--- config.mk ---
export PLATFORM = sky130hd
export DESIGN_NAME = dma_bus_arbiter
export DESIGN_NICKNAME = d
export VERILOG_FILES = /design/src/rtl/dma_arb_pkg.sv /design/src/rtl/dma_chan_unit.sv /design/src/rtl/dma_pick.sv /design/src/rtl/bus_gate.sv /design/src/rtl/dma_bus_arbiter.sv
export SDC_FILE = /design/constraint.sdc
export NUM_CORES = 1
export LEC_CHECK = 0
export BUFFER_PORTS_ARGS = -buffer_cell sky130_fd_sc_hd__buf_2
export CORE_UTILIZATION = 50
export DETAILED_ROUTE_END_ITERATION = 8
export GPL_TIMING_DRIVEN = 0
export PLACE_DENSITY_LB_ADDON = 0.08
export SLEW_MARGIN = 20
export SYNTH_ARGS = -nofsm -noshare
export SYNTH_HDL_FRONTEND = slang
export SYNTH_HIERARCHICAL = 1
export SYNTH_SLANG_ARGS = --single-unit
--- constraint.sdc ---
create_clock -name clk_i -period 8.75 [get_ports clk_i]
set_clock_uncertainty 0.2 [all_clocks]
set_input_delay 0 -clock clk_i [delete_from_list [all_inputs] [get_ports clk_i]]
set_output_delay 0 -clock clk_i [all_outputs]
set_load 0.02 [all_outputs]
--- src/rtl/dma_arb_pkg.sv ---
package dma_arb_pkg;
  localparam int CTRL_W   = 16;
  localparam int B_STOP   = 9;
  localparam int B_TC_IE  = 8;
  localparam int B_HI     = 5;
  localparam int B_TMR    = 4;
  localparam int B_PININT = 3;
  localparam int B_WORD   = 0;

  typedef struct packed {
    logic stop_tc;
    logic tc_ie;
    logic hi_pri;
    logic tmr_src;
    logic pin_int;
    logic word;
  } chan_cfg_t;

  function automatic chan_cfg_t decode_cfg(input logic [CTRL_W-1:0] w);
    chan_cfg_t c;
    c.stop_tc = w[B_STOP];
    c.tc_ie   = w[B_TC_IE];
    c.hi_pri  = w[B_HI];
    c.tmr_src = w[B_TMR];
    c.pin_int = w[B_PININT];
    c.word    = w[B_WORD];
    return c;
  endfunction
endpackage

--- src/rtl/dma_chan_unit.sv ---
module dma_chan_unit
  import dma_arb_pkg::*;
#(
  parameter int CNT_W = 16
) (
  input  logic              clk_i,
  input  logic              rst_ni,
  input  logic [CTRL_W-1:0] ctrl_i,
  input  logic              pin_i,
  input  logic              tmr_i,
  input  logic              load_i,
  input  logic [CNT_W-1:0]  load_val_i,
  input  logic              gnt_i,
  output logic              req_o,
  output logic              hi_o,
  output logic              word_o,
  output logic              pin_irq_o,
  output logic              irq_o
);
  chan_cfg_t        cfg;
  logic [CNT_W-1:0] cnt_q;
  logic             stopped;
  logic             src;
  logic             ctrl_unused;

  assign cfg         = decode_cfg(ctrl_i);
  assign ctrl_unused = ^{ctrl_i[CTRL_W-1:B_STOP+1], ctrl_i[B_TC_IE-1:B_HI+1],
                         ctrl_i[B_PININT-1:B_WORD+1]};

  assign stopped   = cfg.stop_tc && (cnt_q == '0);
  assign src       = cfg.tmr_src ? tmr_i : (cfg.pin_int ? 1'b0 : pin_i);
  assign req_o     = src && !stopped;
  assign hi_o      = cfg.hi_pri;
  assign word_o    = cfg.word;
  assign pin_irq_o = cfg.pin_int && pin_i;

  always_ff @(posedge clk_i or negedge rst_ni) begin
    if (!rst_ni) begin
      cnt_q <= '0;
      irq_o <= 1'b0;
    end else begin
      irq_o <= gnt_i && !load_i && cfg.tc_ie && (cnt_q == CNT_W'(1));
      if (load_i)     cnt_q <= load_val_i;
      else if (gnt_i) cnt_q <= cnt_q - CNT_W'(1);
    end
  end


  stop_hold_chk: assert property (@(posedge clk_i) disable iff (!rst_ni)
    (gnt_i && cfg.stop_tc) |-> (cnt_q != '0));

  irq_after_gnt_chk: assert property (@(posedge clk_i) disable iff (!rst_ni)
    irq_o |-> $past(gnt_i));
endmodule

--- src/rtl/dma_pick.sv ---
module dma_pick #(
  parameter int NCH = 2
) (
  input  logic           clk_i,
  input  logic           rst_ni,
  input  logic [NCH-1:0] req_i,
  input  logic [NCH-1:0] hi_i,
  input  logic           en_i,
  output logic [NCH-1:0] gnt_o,
  output logic           any_o
);
  localparam int PTR_W = (NCH > 1) ? $clog2(NCH) : 1;

  logic [PTR_W-1:0] rr_q;
  logic [PTR_W-1:0] sel_hi, sel_lo, sel;
  logic             hit_hi, hit_lo;

  // search from the rotation pointer; high-priority group first
  always_comb begin
    int idx;
    hit_hi = 1'b0;
    hit_lo = 1'b0;
    sel_hi = '0;
    sel_lo = '0;
    idx    = 0;
    for (int k = NCH - 1; k >= 0; k--) begin
      idx = int'(rr_q) + k;
      if (idx >= NCH) idx = idx - NCH;
      if (req_i[idx] && hi_i[idx]) begin
        hit_hi = 1'b1;
        sel_hi = PTR_W'(idx);
      end
      if (req_i[idx] && !hi_i[idx]) begin
        hit_lo = 1'b1;
        sel_lo = PTR_W'(idx);
      end
    end
    sel   = hit_hi ? sel_hi : sel_lo;
    any_o = en_i && (hit_hi || hit_lo);
    gnt_o = '0;
    if (any_o) gnt_o[sel] = 1'b1;
  end

  always_ff @(posedge clk_i or negedge rst_ni) begin
    if (!rst_ni)    rr_q <= '0;
    else if (any_o) rr_q <= (int'(sel) == NCH - 1) ? '0 : sel + PTR_W'(1);
  end


  pick_onehot_chk: assert property (@(posedge clk_i) disable iff (!rst_ni)
    $onehot0(gnt_o));

  pick_en_chk: assert property (@(posedge clk_i) disable iff (!rst_ni)
    (gnt_o != '0) |-> en_i);
endmodule

--- src/rtl/bus_gate.sv ---
module bus_gate (
  input  logic clk_i,
  input  logic rst_ni,
  input  logic cpu_req_i,
  input  logic cpu_word_i,
  input  logic cpu_addr0_i,
  input  logic cpu_lock_i,
  input  logic nmi_i,
  input  logic dma_any_i,
  output logic dma_en_o,
  output logic gnt_cpu_o
);
  logic split_q;
  logic split_start;

  assign dma_en_o    = !nmi_i && !cpu_lock_i && !split_q;
  assign gnt_cpu_o   = split_q || (cpu_req_i && !dma_any_i);
  assign split_start = gnt_cpu_o && cpu_req_i && cpu_word_i && cpu_addr0_i && !split_q;

  always_ff @(posedge clk_i or negedge rst_ni) begin
    if (!rst_ni) split_q <= 1'b0;
    else         split_q <= split_start;
  end


  split_second_chk: assert property (@(posedge clk_i) disable iff (!rst_ni)
    $past(gnt_cpu_o && cpu_req_i && cpu_word_i && cpu_addr0_i && !split_q)
      |-> (gnt_cpu_o && !dma_any_i));
endmodule

--- src/rtl/dma_bus_arbiter.sv ---
module dma_bus_arbiter
  import dma_arb_pkg::*;
#(
  parameter int NCH   = 2,
  parameter int CNT_W = 16
) (
  input  logic                  clk_i,
  input  logic                  rst_ni,
  input  logic                  cpu_req_i,
  input  logic                  cpu_word_i,
  input  logic                  cpu_addr0_i,
  input  logic                  cpu_lock_i,
  input  logic                  nmi_i,
  input  logic [NCH-1:0]        dma_pin_i,
  input  logic                  tmr2_req_i,
  input  logic [NCH*CTRL_W-1:0] chan_ctrl_i,
  input  logic [NCH-1:0]        cnt_load_i,
  input  logic [CNT_W-1:0]      cnt_data_i,
  output logic                  gnt_cpu_o,
  output logic [NCH-1:0]        gnt_dma_o,
  output logic                  dma_word_o,
  output logic [NCH-1:0]        tc_irq_o,
  output logic [NCH-1:0]        pin_irq_o
);
  logic [NCH-1:0] req, hi, word;
  logic           dma_en, dma_any;

  for (genvar c = 0; c < NCH; c++) begin : g_chan
    dma_chan_unit #(.CNT_W(CNT_W)) i_chan (
      .clk_i      (clk_i),
      .rst_ni     (rst_ni),
      .ctrl_i     (chan_ctrl_i[c*CTRL_W +: CTRL_W]),
      .pin_i      (dma_pin_i[c]),
      .tmr_i      (tmr2_req_i),
      .load_i     (cnt_load_i[c]),
      .load_val_i (cnt_data_i),
      .gnt_i      (gnt_dma_o[c]),
      .req_o      (req[c]),
      .hi_o       (hi[c]),
      .word_o     (word[c]),
      .pin_irq_o  (pin_irq_o[c]),
      .irq_o      (tc_irq_o[c])
    );
  end

  dma_pick #(.NCH(NCH)) i_pick (
    .clk_i  (clk_i),
    .rst_ni (rst_ni),
    .req_i  (req),
    .hi_i   (hi),
    .en_i   (dma_en),
    .gnt_o  (gnt_dma_o),
    .any_o  (dma_any)
  );

  bus_gate i_gate (
    .clk_i       (clk_i),
    .rst_ni      (rst_ni),
    .cpu_req_i   (cpu_req_i),
    .cpu_word_i  (cpu_word_i),
    .cpu_addr0_i (cpu_addr0_i),
    .cpu_lock_i  (cpu_lock_i),
    .nmi_i       (nmi_i),
    .dma_any_i   (dma_any),
    .dma_en_o    (dma_en),
    .gnt_cpu_o   (gnt_cpu_o)
  );

  assign dma_word_o = |(gnt_dma_o & word);


  lock_block_chk: assert property (@(posedge clk_i) disable iff (!rst_ni)
    cpu_lock_i |-> (gnt_dma_o == '0));

  nmi_block_chk: assert property (@(posedge clk_i) disable iff (!rst_ni)
    nmi_i |-> (gnt_dma_o == '0));

  one_owner_chk: assert property (@(posedge clk_i) disable iff (!rst_ni)
    $onehot0({gnt_cpu_o, gnt_dma_o}));

  cpu_idle_gnt_chk: assert property (@(posedge clk_i) disable iff (!rst_ni)
    (cpu_req_i && gnt_dma_o == '0) |-> gnt_cpu_o);
endmodule

* Yosys cells after proc, flatten, opt, wreduce, memory -nomap -nowiden
Index checks and enable logic that the tools add are counted.
** Storage, ports and cells
- Output and inout port bits :: 8
- Input port bits :: 60
- Logic and storage cells :: 98
- Register bits after elaboration :: 36
** Operators by class
- Muxes and demuxes :: 35
- Magnitude comparators :: 6
- $add $sub $neg :: 6
- Equality and inequality tests :: 2
- Bitwise operators :: 1
- Reductions and logical operators :: 42
** Operators with widths (number)
- less-than comparator 32 x 3 -> 1 bit, second input constant :: 2
- 2-to-1 mux 16 bit :: 4
- 2-to-1 mux 32 bit :: 2
- == test 16 x 1 -> 1 bit, second input constant :: 2
- >= comparator 32 x 3 -> 1 bit, second input constant :: 1
- logical NOT 16 bit :: 2
- subtractor 16 x 1 -> 16 bit, second input constant :: 2
- subtractor 32 x 3 -> 32 bit, second input constant :: 1
- 2-to-1 mux 1 bit :: 27
- logical AND 1 bit :: 25
- logical NOT 1 bit :: 10
- nonzero test 2 bit :: 2
- subtractor 1 x 2 -> 3 bit, second input constant :: 1
- adder 1 x 1 -> 2 bit, second input constant :: 1
- AND 2 bit :: 1
- >= comparator 1 x 2 -> 1 bit, second input constant :: 1
- logical OR 1 bit :: 2
- less-than comparator 1 x 2 -> 1 bit, second input constant :: 1
- 2-to-1 mux 2 bit :: 1
- OR reduction 2 bit :: 1
- adder 1 bit, second input constant :: 1
- demux 1 bit (select 1 bit) :: 1
- >= comparator 1 bit, second input constant :: 1

* Depth between registers and ports, before layout
- Depth in word-level cells :: 19
- Gate-level depth with buffers :: 10
- Mapped depth without buffers :: 10

* Modules after synthesis
The synthesis kept the hierarchy.
** By module, submodules not included
- dma_chan_unit :: area an instance 1028.5 sq um, sequential area each 425.4 sq um, cells each 109, instances 2
- dma_pick :: area an instance 105.1 sq um, sequential area each 25.0 sq um, cells each 15, instances 1
- bus_gate :: area an instance 63.8 sq um, sequential area each 25.0 sq um, cells each 6, instances 1
- dma_bus_arbiter :: area an instance 8.8 sq um, sequential area each 0.0 sq um, cells each 1, instances 1

* Worst setup path before layout
OpenSTA, ideal clock, no wires.
- Path type :: flip-flop to flip-flop
- From :: register g_chan[1].i_chan.cnt_q[11]
- To :: register g_chan[0].i_chan.cnt_q[9]
- Setup slack :: 5.375 ns
- Data arrival time :: 3.044 ns
- Clock period less this slack :: 3.375 ns
- Data required time :: 8.419 ns
- Cell stages (with the launch flop) :: 10
- Path buffers :: 0
- Setup time :: 0.131 ns
- Cells stage by stage :: dfrtp_1 or4_1 nand4b_1 nor2_1 a31oi_1 a21oi_1 or4b_4 nor4_4 xnor2_1 o21ai_1
** Between the ends
- Cells in the longest elaborated chain, start to end :: 17
- Elaborated cells on any way between the ends :: 32
- Classes of those cells :: order compare (2); mux (18); reduce/logical (12)
** Ends and longest elaborated chain
- start: declaration :: RTL line dma_chan_unit.sv:21 : logic [CNT_W-1:0] cnt_q;
- start signal: assignment :: RTL line dma_chan_unit.sv:43 : if (load_i) cnt_q <= load_val_i;
- start signal: assignment :: RTL line dma_chan_unit.sv:44 : else if (gnt_i) cnt_q <= cnt_q - CNT_W'(1);
- logical NOT 16 bit (*) :: RTL line dma_chan_unit.sv:30 : assign stopped = cfg.stop_tc && (cnt_q == '0);
- logical AND 1 bit (*) :: RTL line dma_chan_unit.sv:30
- logical NOT 1 bit (*) :: RTL line dma_chan_unit.sv:32 : assign req_o = src && !stopped;
- logical AND 1 bit (*) :: RTL line dma_chan_unit.sv:32
- named net req[1] :: RTL line dma_bus_arbiter.sv:25 : logic [NCH-1:0] req, hi, word;
- 2-to-1 mux 1 bit (implied by the code) (3 in a row) :: RTL line dma_pick.sv:29, dma_pick.sv:33
- logical AND 1 bit (on tied branches) :: RTL line dma_pick.sv:33, dma_pick.sv:29
- 2-to-1 mux 1 bit (on tied branches) (2 in a row) :: RTL line dma_pick.sv:33, dma_pick.sv:29
- 2-to-1 mux 1 bit :: RTL line dma_pick.sv:38 : sel = hit_hi ? sel_hi : sel_lo;
- less-than comparator 1 x 2 -> 1 bit (implied by the code) or >= comparator 1 bit (tied branches) :: RTL line dma_pick.sv:41 : if (any_o) gnt_o[sel] = 1'b1;
- logical AND 1 bit (implied by the code) :: RTL line dma_pick.sv:41
- 2-to-1 mux 1 bit (implied by the code) :: RTL line dma_pick.sv:41
- demux 1 bit (select 1 bit)
- 2-to-1 mux 2 bit (*) :: RTL line dma_pick.sv:41
- named net gnt_dma_o[0] :: RTL line dma_bus_arbiter.sv:20 : output logic [NCH-1:0] gnt_dma_o,
- nonzero test 2 bit (no line) (*)
- end signal: assignment :: RTL line dma_chan_unit.sv:43
- end signal: assignment :: RTL line dma_chan_unit.sv:44
- end: declaration :: RTL line dma_chan_unit.sv:21
Mark *: on every way through the listed nets, which the timed path passes. The rest lies on a longest branch. The select of a mux whose other input is x is not followed.
A chain may end at the register's enable or synchronous reset.

* Final worst setup path
- From :: register g_chan[0].i_chan.cnt_q[11]
- To :: register g_chan[1].i_chan.cnt_q[13]
** Between the ends
- Cells in the longest elaborated chain, start to end :: 17
- Elaborated cells on any way between the ends :: 32
- Classes of those cells :: order compare (2); mux (18); reduce/logical (12)
** Ends and longest elaborated chain (RTL line)
- logical NOT 16 bit (*) :: dma_chan_unit.sv:30
- logical AND 1 bit (*) :: dma_chan_unit.sv:30
- logical NOT 1 bit (*) :: dma_chan_unit.sv:32
- logical AND 1 bit (*) :: dma_chan_unit.sv:32
- named net req[0] :: dma_bus_arbiter.sv:25
- 2-to-1 mux 1 bit (implied by the code) (3 in a row) :: dma_pick.sv:29, dma_pick.sv:33
- logical AND 1 bit (on tied branches) :: dma_pick.sv:33, dma_pick.sv:29
- 2-to-1 mux 1 bit (on tied branches) (2 in a row) :: dma_pick.sv:33, dma_pick.sv:29
- 2-to-1 mux 1 bit :: dma_pick.sv:38
- less-than comparator 1 x 2 -> 1 bit (implied by the code) or >= comparator 1 bit (tied branches) :: dma_pick.sv:41
- logical AND 1 bit (implied by the code) :: dma_pick.sv:41
- 2-to-1 mux 1 bit (implied by the code) :: dma_pick.sv:41
- demux 1 bit (select 1 bit)
- 2-to-1 mux 2 bit (*) :: dma_pick.sv:41
- nonzero test 2 bit (no line) (*)
Marks and branches as above.

==> flow_metrics.tcl <==
set metrics [dict create \
    grtUsageTotal 0.245 \
    detailroute.wirelength.met3_um 270 \
    grt_max_degree 37 \
    distinct_cells_synth 40 \
    cap_violations 0 \
    port_buffers 43 \
    outcome "complete, no violations" \
    top_layer "met4" \
    starting_density_of_the_core 0.539 \
    min_path_type "input pin to primary output" \
    cts_max_path_buffers 2 \
    overflow 0 \
    worst_hold_slack_ns 0.129 \
    yosysWarnings 6 \
    h_tree_depth_reported_by_cts 2 \
    path_class "flop to flop" \
    synth-seq-area-share 0.403 \
    post_synth.cell_area_avg_um2 9.31 \
    crit_cells 11 \
    layout-area-overhead-vs-synth_pct 30.2 \
    buffers_inverters_on_critical_path 2 \
    layout_setup_ws_ns 5.10 \
    cts.repair.resized 0 \
    cp_cell_sequence "or4_1 -> nand4b_1 -> nor2_1 -> a31oi_1 -> inv_1 -> o211a_1 -> nor3b_1 -> nand4_1 -> mux2i_1 -> nand3_1 -> dlygate4sd3_1" \
    cts-buffers-inserted 5 \
    dieArea_um2 4740 \
    critPathCaptureType "flop" \
    drt-total-wl_um 5360 \
    synth_edf_count 0 \
    placement_rows 23 \
    postLayoutCellArea_um2 2910 \
    number_of_hold_slack_violations_in_the_final_timing_report 0 \
    drt-initial-drc-count 104 \
    placedInstanceArea_um2 2510 \
    synth_top_flop_cell "sky130_fd_sc_hd__dfrtp_1" \
    synth.cell_area_um2 2230 \
    detail-route-antenna-nets 0 \
    finalWeightedCongestion 0.846 \
    syn_inst 240 \
    final_layout_size_suffix_gt1_frac 0.216 \
    drv_slew 0 \
    achievable-frequency_ghz 0.274 \
    route.layer.met1.wl_um 2490 \
    cpLargestDelayFamily "simple AND/OR/NAND/NOR gates" \
    via_per_inst 5.48 \
    wl_per_cell_um 14.5 \
    first_pass_grt_wire_length_um 8420 \
    power.ir.vdd_worst_mv 0.0863 \
    synthesis.nets 304 \
    stage_delay_of_the_slowest_cell_on_the_critical_path_ns 0.57 \
    clk_root_buffer_cell "sky130_fd_sc_hd__clkbuf_8" \
    clkSlewWorstSetupHoldPaths_ns 0.07 \
    fin_crit_ns 3.65 \
    cts_tree "yes" \
    latest_clock_arrival_within_the_worst_skew_pair_ns 0.28 \
    postSynth.asyncResetShare 1.00 \
    worstHoldPathCells 3 \
    power.density_nw_per_um2 144 \
    detail_route.first_pass.iterations 4 \
    dp_worst_setup_slack_ns 5.24 \
    die_w_um 68.9 \
    num-nets-final 384 \
    power.static_leakage_nw 1.23 \
    fin_crit_sh 0.417 \
    met2_wirelength_um 2540 \
    max_slew.worst_pin.slew_ns 0.800 \
    cp.required_ns 8.71 \
    timing.critical_path.from_type "flop" \
    finalSetupTns_ns 0 \
    slew_headroom 0.466 \
    ioPinCount 68 \
    final_setup_violation_count 0 \
    cp_slowest_cell "sky130_fd_sc_hd__or4_1" \
    crit_arrival_ns 3.61 \
    antenna_found_initial 0 \
    grt_pass1_vias 1932 \
    fp.coreArea_um2 4140 \
    yosys_register_bits 36 \
    remaining_drc_errors 0 \
    die_y_um 68.9 \
    tritoncts_num_sinks 36 \
    critical_path_maximum_fanout 10 \
    antenna_cells 0 \
    total_vias_in_the_final_route 2026 \
    unrepaired_setup_endpoints_after_global_routing "no" \
    reg2reg_depth 11 \
    dp.final_hpwl_um 3800 \
]
-- worst register-to-register path, cell delays in order (launching register included) --
cell                            delay (ns)
sky130_fd_sc_hd__dfrtp_1              0.44
sky130_fd_sc_hd__or4_1                0.58
sky130_fd_sc_hd__nand4b_1             0.19
sky130_fd_sc_hd__nor2_1               0.16
sky130_fd_sc_hd__a31oi_1              0.20
sky130_fd_sc_hd__inv_1                0.09
sky130_fd_sc_hd__o211a_1              0.34
sky130_fd_sc_hd__nor3b_1              0.25
sky130_fd_sc_hd__nand4_1              0.24
sky130_fd_sc_hd__mux2i_1              0.21
sky130_fd_sc_hd__nand3_1              0.08
sky130_fd_sc_hd__dlygate4sd3_1        0.56
-- Yosys cell counts, types with 5 or more instances --
library cell	number	share of area
sky130_fd_sc_hd__xor2_1	8	0.031
sky130_fd_sc_hd__nand3_1	7	0.016
sky130_fd_sc_hd__xnor2_1	16	0.063
sky130_fd_sc_hd__nand2_1	37	0.062
sky130_fd_sc_hd__nor2b_1	8	0.022
sky130_fd_sc_hd__o21ai_0	16	0.036
sky130_fd_sc_hd__inv_1	6	0.010
sky130_fd_sc_hd__dfrtp_1	36	0.40
sky130_fd_sc_hd__nor3_1	14	0.031
sky130_fd_sc_hd__or4_1	8	0.027
sky130_fd_sc_hd__o21ai_1	12	0.027
sky130_fd_sc_hd__clkbuf_1	6	0.010
sky130_fd_sc_hd__nor2_1	5	0.0084
-- cell type report --
| type | count | area (µm²) |
|---|---|---|
| sequential | 36 | 901 |
| timing repair buffer | 73 | 515 |
| clock buffer | 7 | 96.3 |
| tap | 50 | 62.6 |
| fill | 337 | 1230 |
| inverter | 6 | 22.5 |
| multi-input combinational | 188 | 1260 |
| buffer | 10 | 52.6 |
-- metrics by stage --
stage	power, mW	instances	util
CTS	0.423	370	0.702
finish	0.420	370	0.702
global route	0.445	370	0.702
global placement	0.280	333	0.606
floorplan	0.254	240	-
detailed placement	0.283	333	0.606
-- report_power, final --
group          leakage, nW  total (mW)  internal [mW]  switching (mW)
logic                0.741      0.0891         0.0463          0.0428
registers            0.438       0.205          0.183          0.0216
clock network       0.0503       0.126         0.0701          0.0560
total                 1.23       0.420          0.300           0.120
-- kinds of logic after synthesis --
group	Yosys count	share of synthesized area
AND/OR/NAND/NOR	113	0.316
AO/OA/AOI/OAI	43	0.111
flip-flops	36	0.403
XOR/XNOR	24	0.0941
buffers and inverters	16	0.0336
multiplexers	4	0.0190
adder cells (fa/ha/maj)	4	0.0224
-- per-layer routing --
| metal | up-vias | global-route usage |
|---|---|---|
| li1 | 1014 | - |
| met1 | 947 | 0.310 |
| met2 | 61 | 0.424 |
| met3 | 4 | 0.0362 |
| met4 | 0 | 0.0842 |
| met5 | - | 0 |
-- registers in the layout, summed over array words and instances (netlist names) --
register,flops
g_chan.i_chan/cnt_q,32
g_chan.i_chan/irq_o,2
i_gate/split_q,1
i_pick/rr_q,1
-- placed cells by master, fill, tap and decap left out, drive strengths merged, types with 5 or more instances in the layout --
cell	n
buf	47
nand2	37
dfrtp	36
dlygate4sd3	30
o21ai	29
xnor2	16
nor3	15
clkbuf	13
or4	8
nor2b	8
xor2	8
nand3	7
inv	6
nor2	5
nor4b	5
-- final timing paths --
check / slack (ns) / from / to
worst max-delay path: 5.10 / g_chan[0].i_chan/cnt_q[11]$_DFFE_PN0P_ / g_chan[1].i_chan/cnt_q[13]$_DFFE_PN0P_
worst min-delay path: 0.13 / chan_ctrl_i[16] / dma_word_o
worst max register to register: 5.10 / g_chan[0].i_chan/cnt_q[11]$_DFFE_PN0P_ / g_chan[1].i_chan/cnt_q[13]$_DFFE_PN0P_
worst min register to register: 0.38 / g_chan[1].i_chan/cnt_q[15]$_DFFE_PN0P_ / g_chan[1].i_chan/cnt_q[15]$_DFFE_PN0P_
max in group asynchronous: 7.70 / rst_ni / g_chan[0].i_chan/cnt_q[14]$_DFFE_PN0P_
min in group asynchronous: 0.15 / rst_ni / g_chan[1].i_chan/irq_o$_DFF_PN0_
-- timing repair --
action	4_1_cts	5_1_grt
buffers inserted	0	0
hold endpoints to repair	72	0
hold buffers	30	0
No activity file was read; power rests on OpenSTA's default activity.
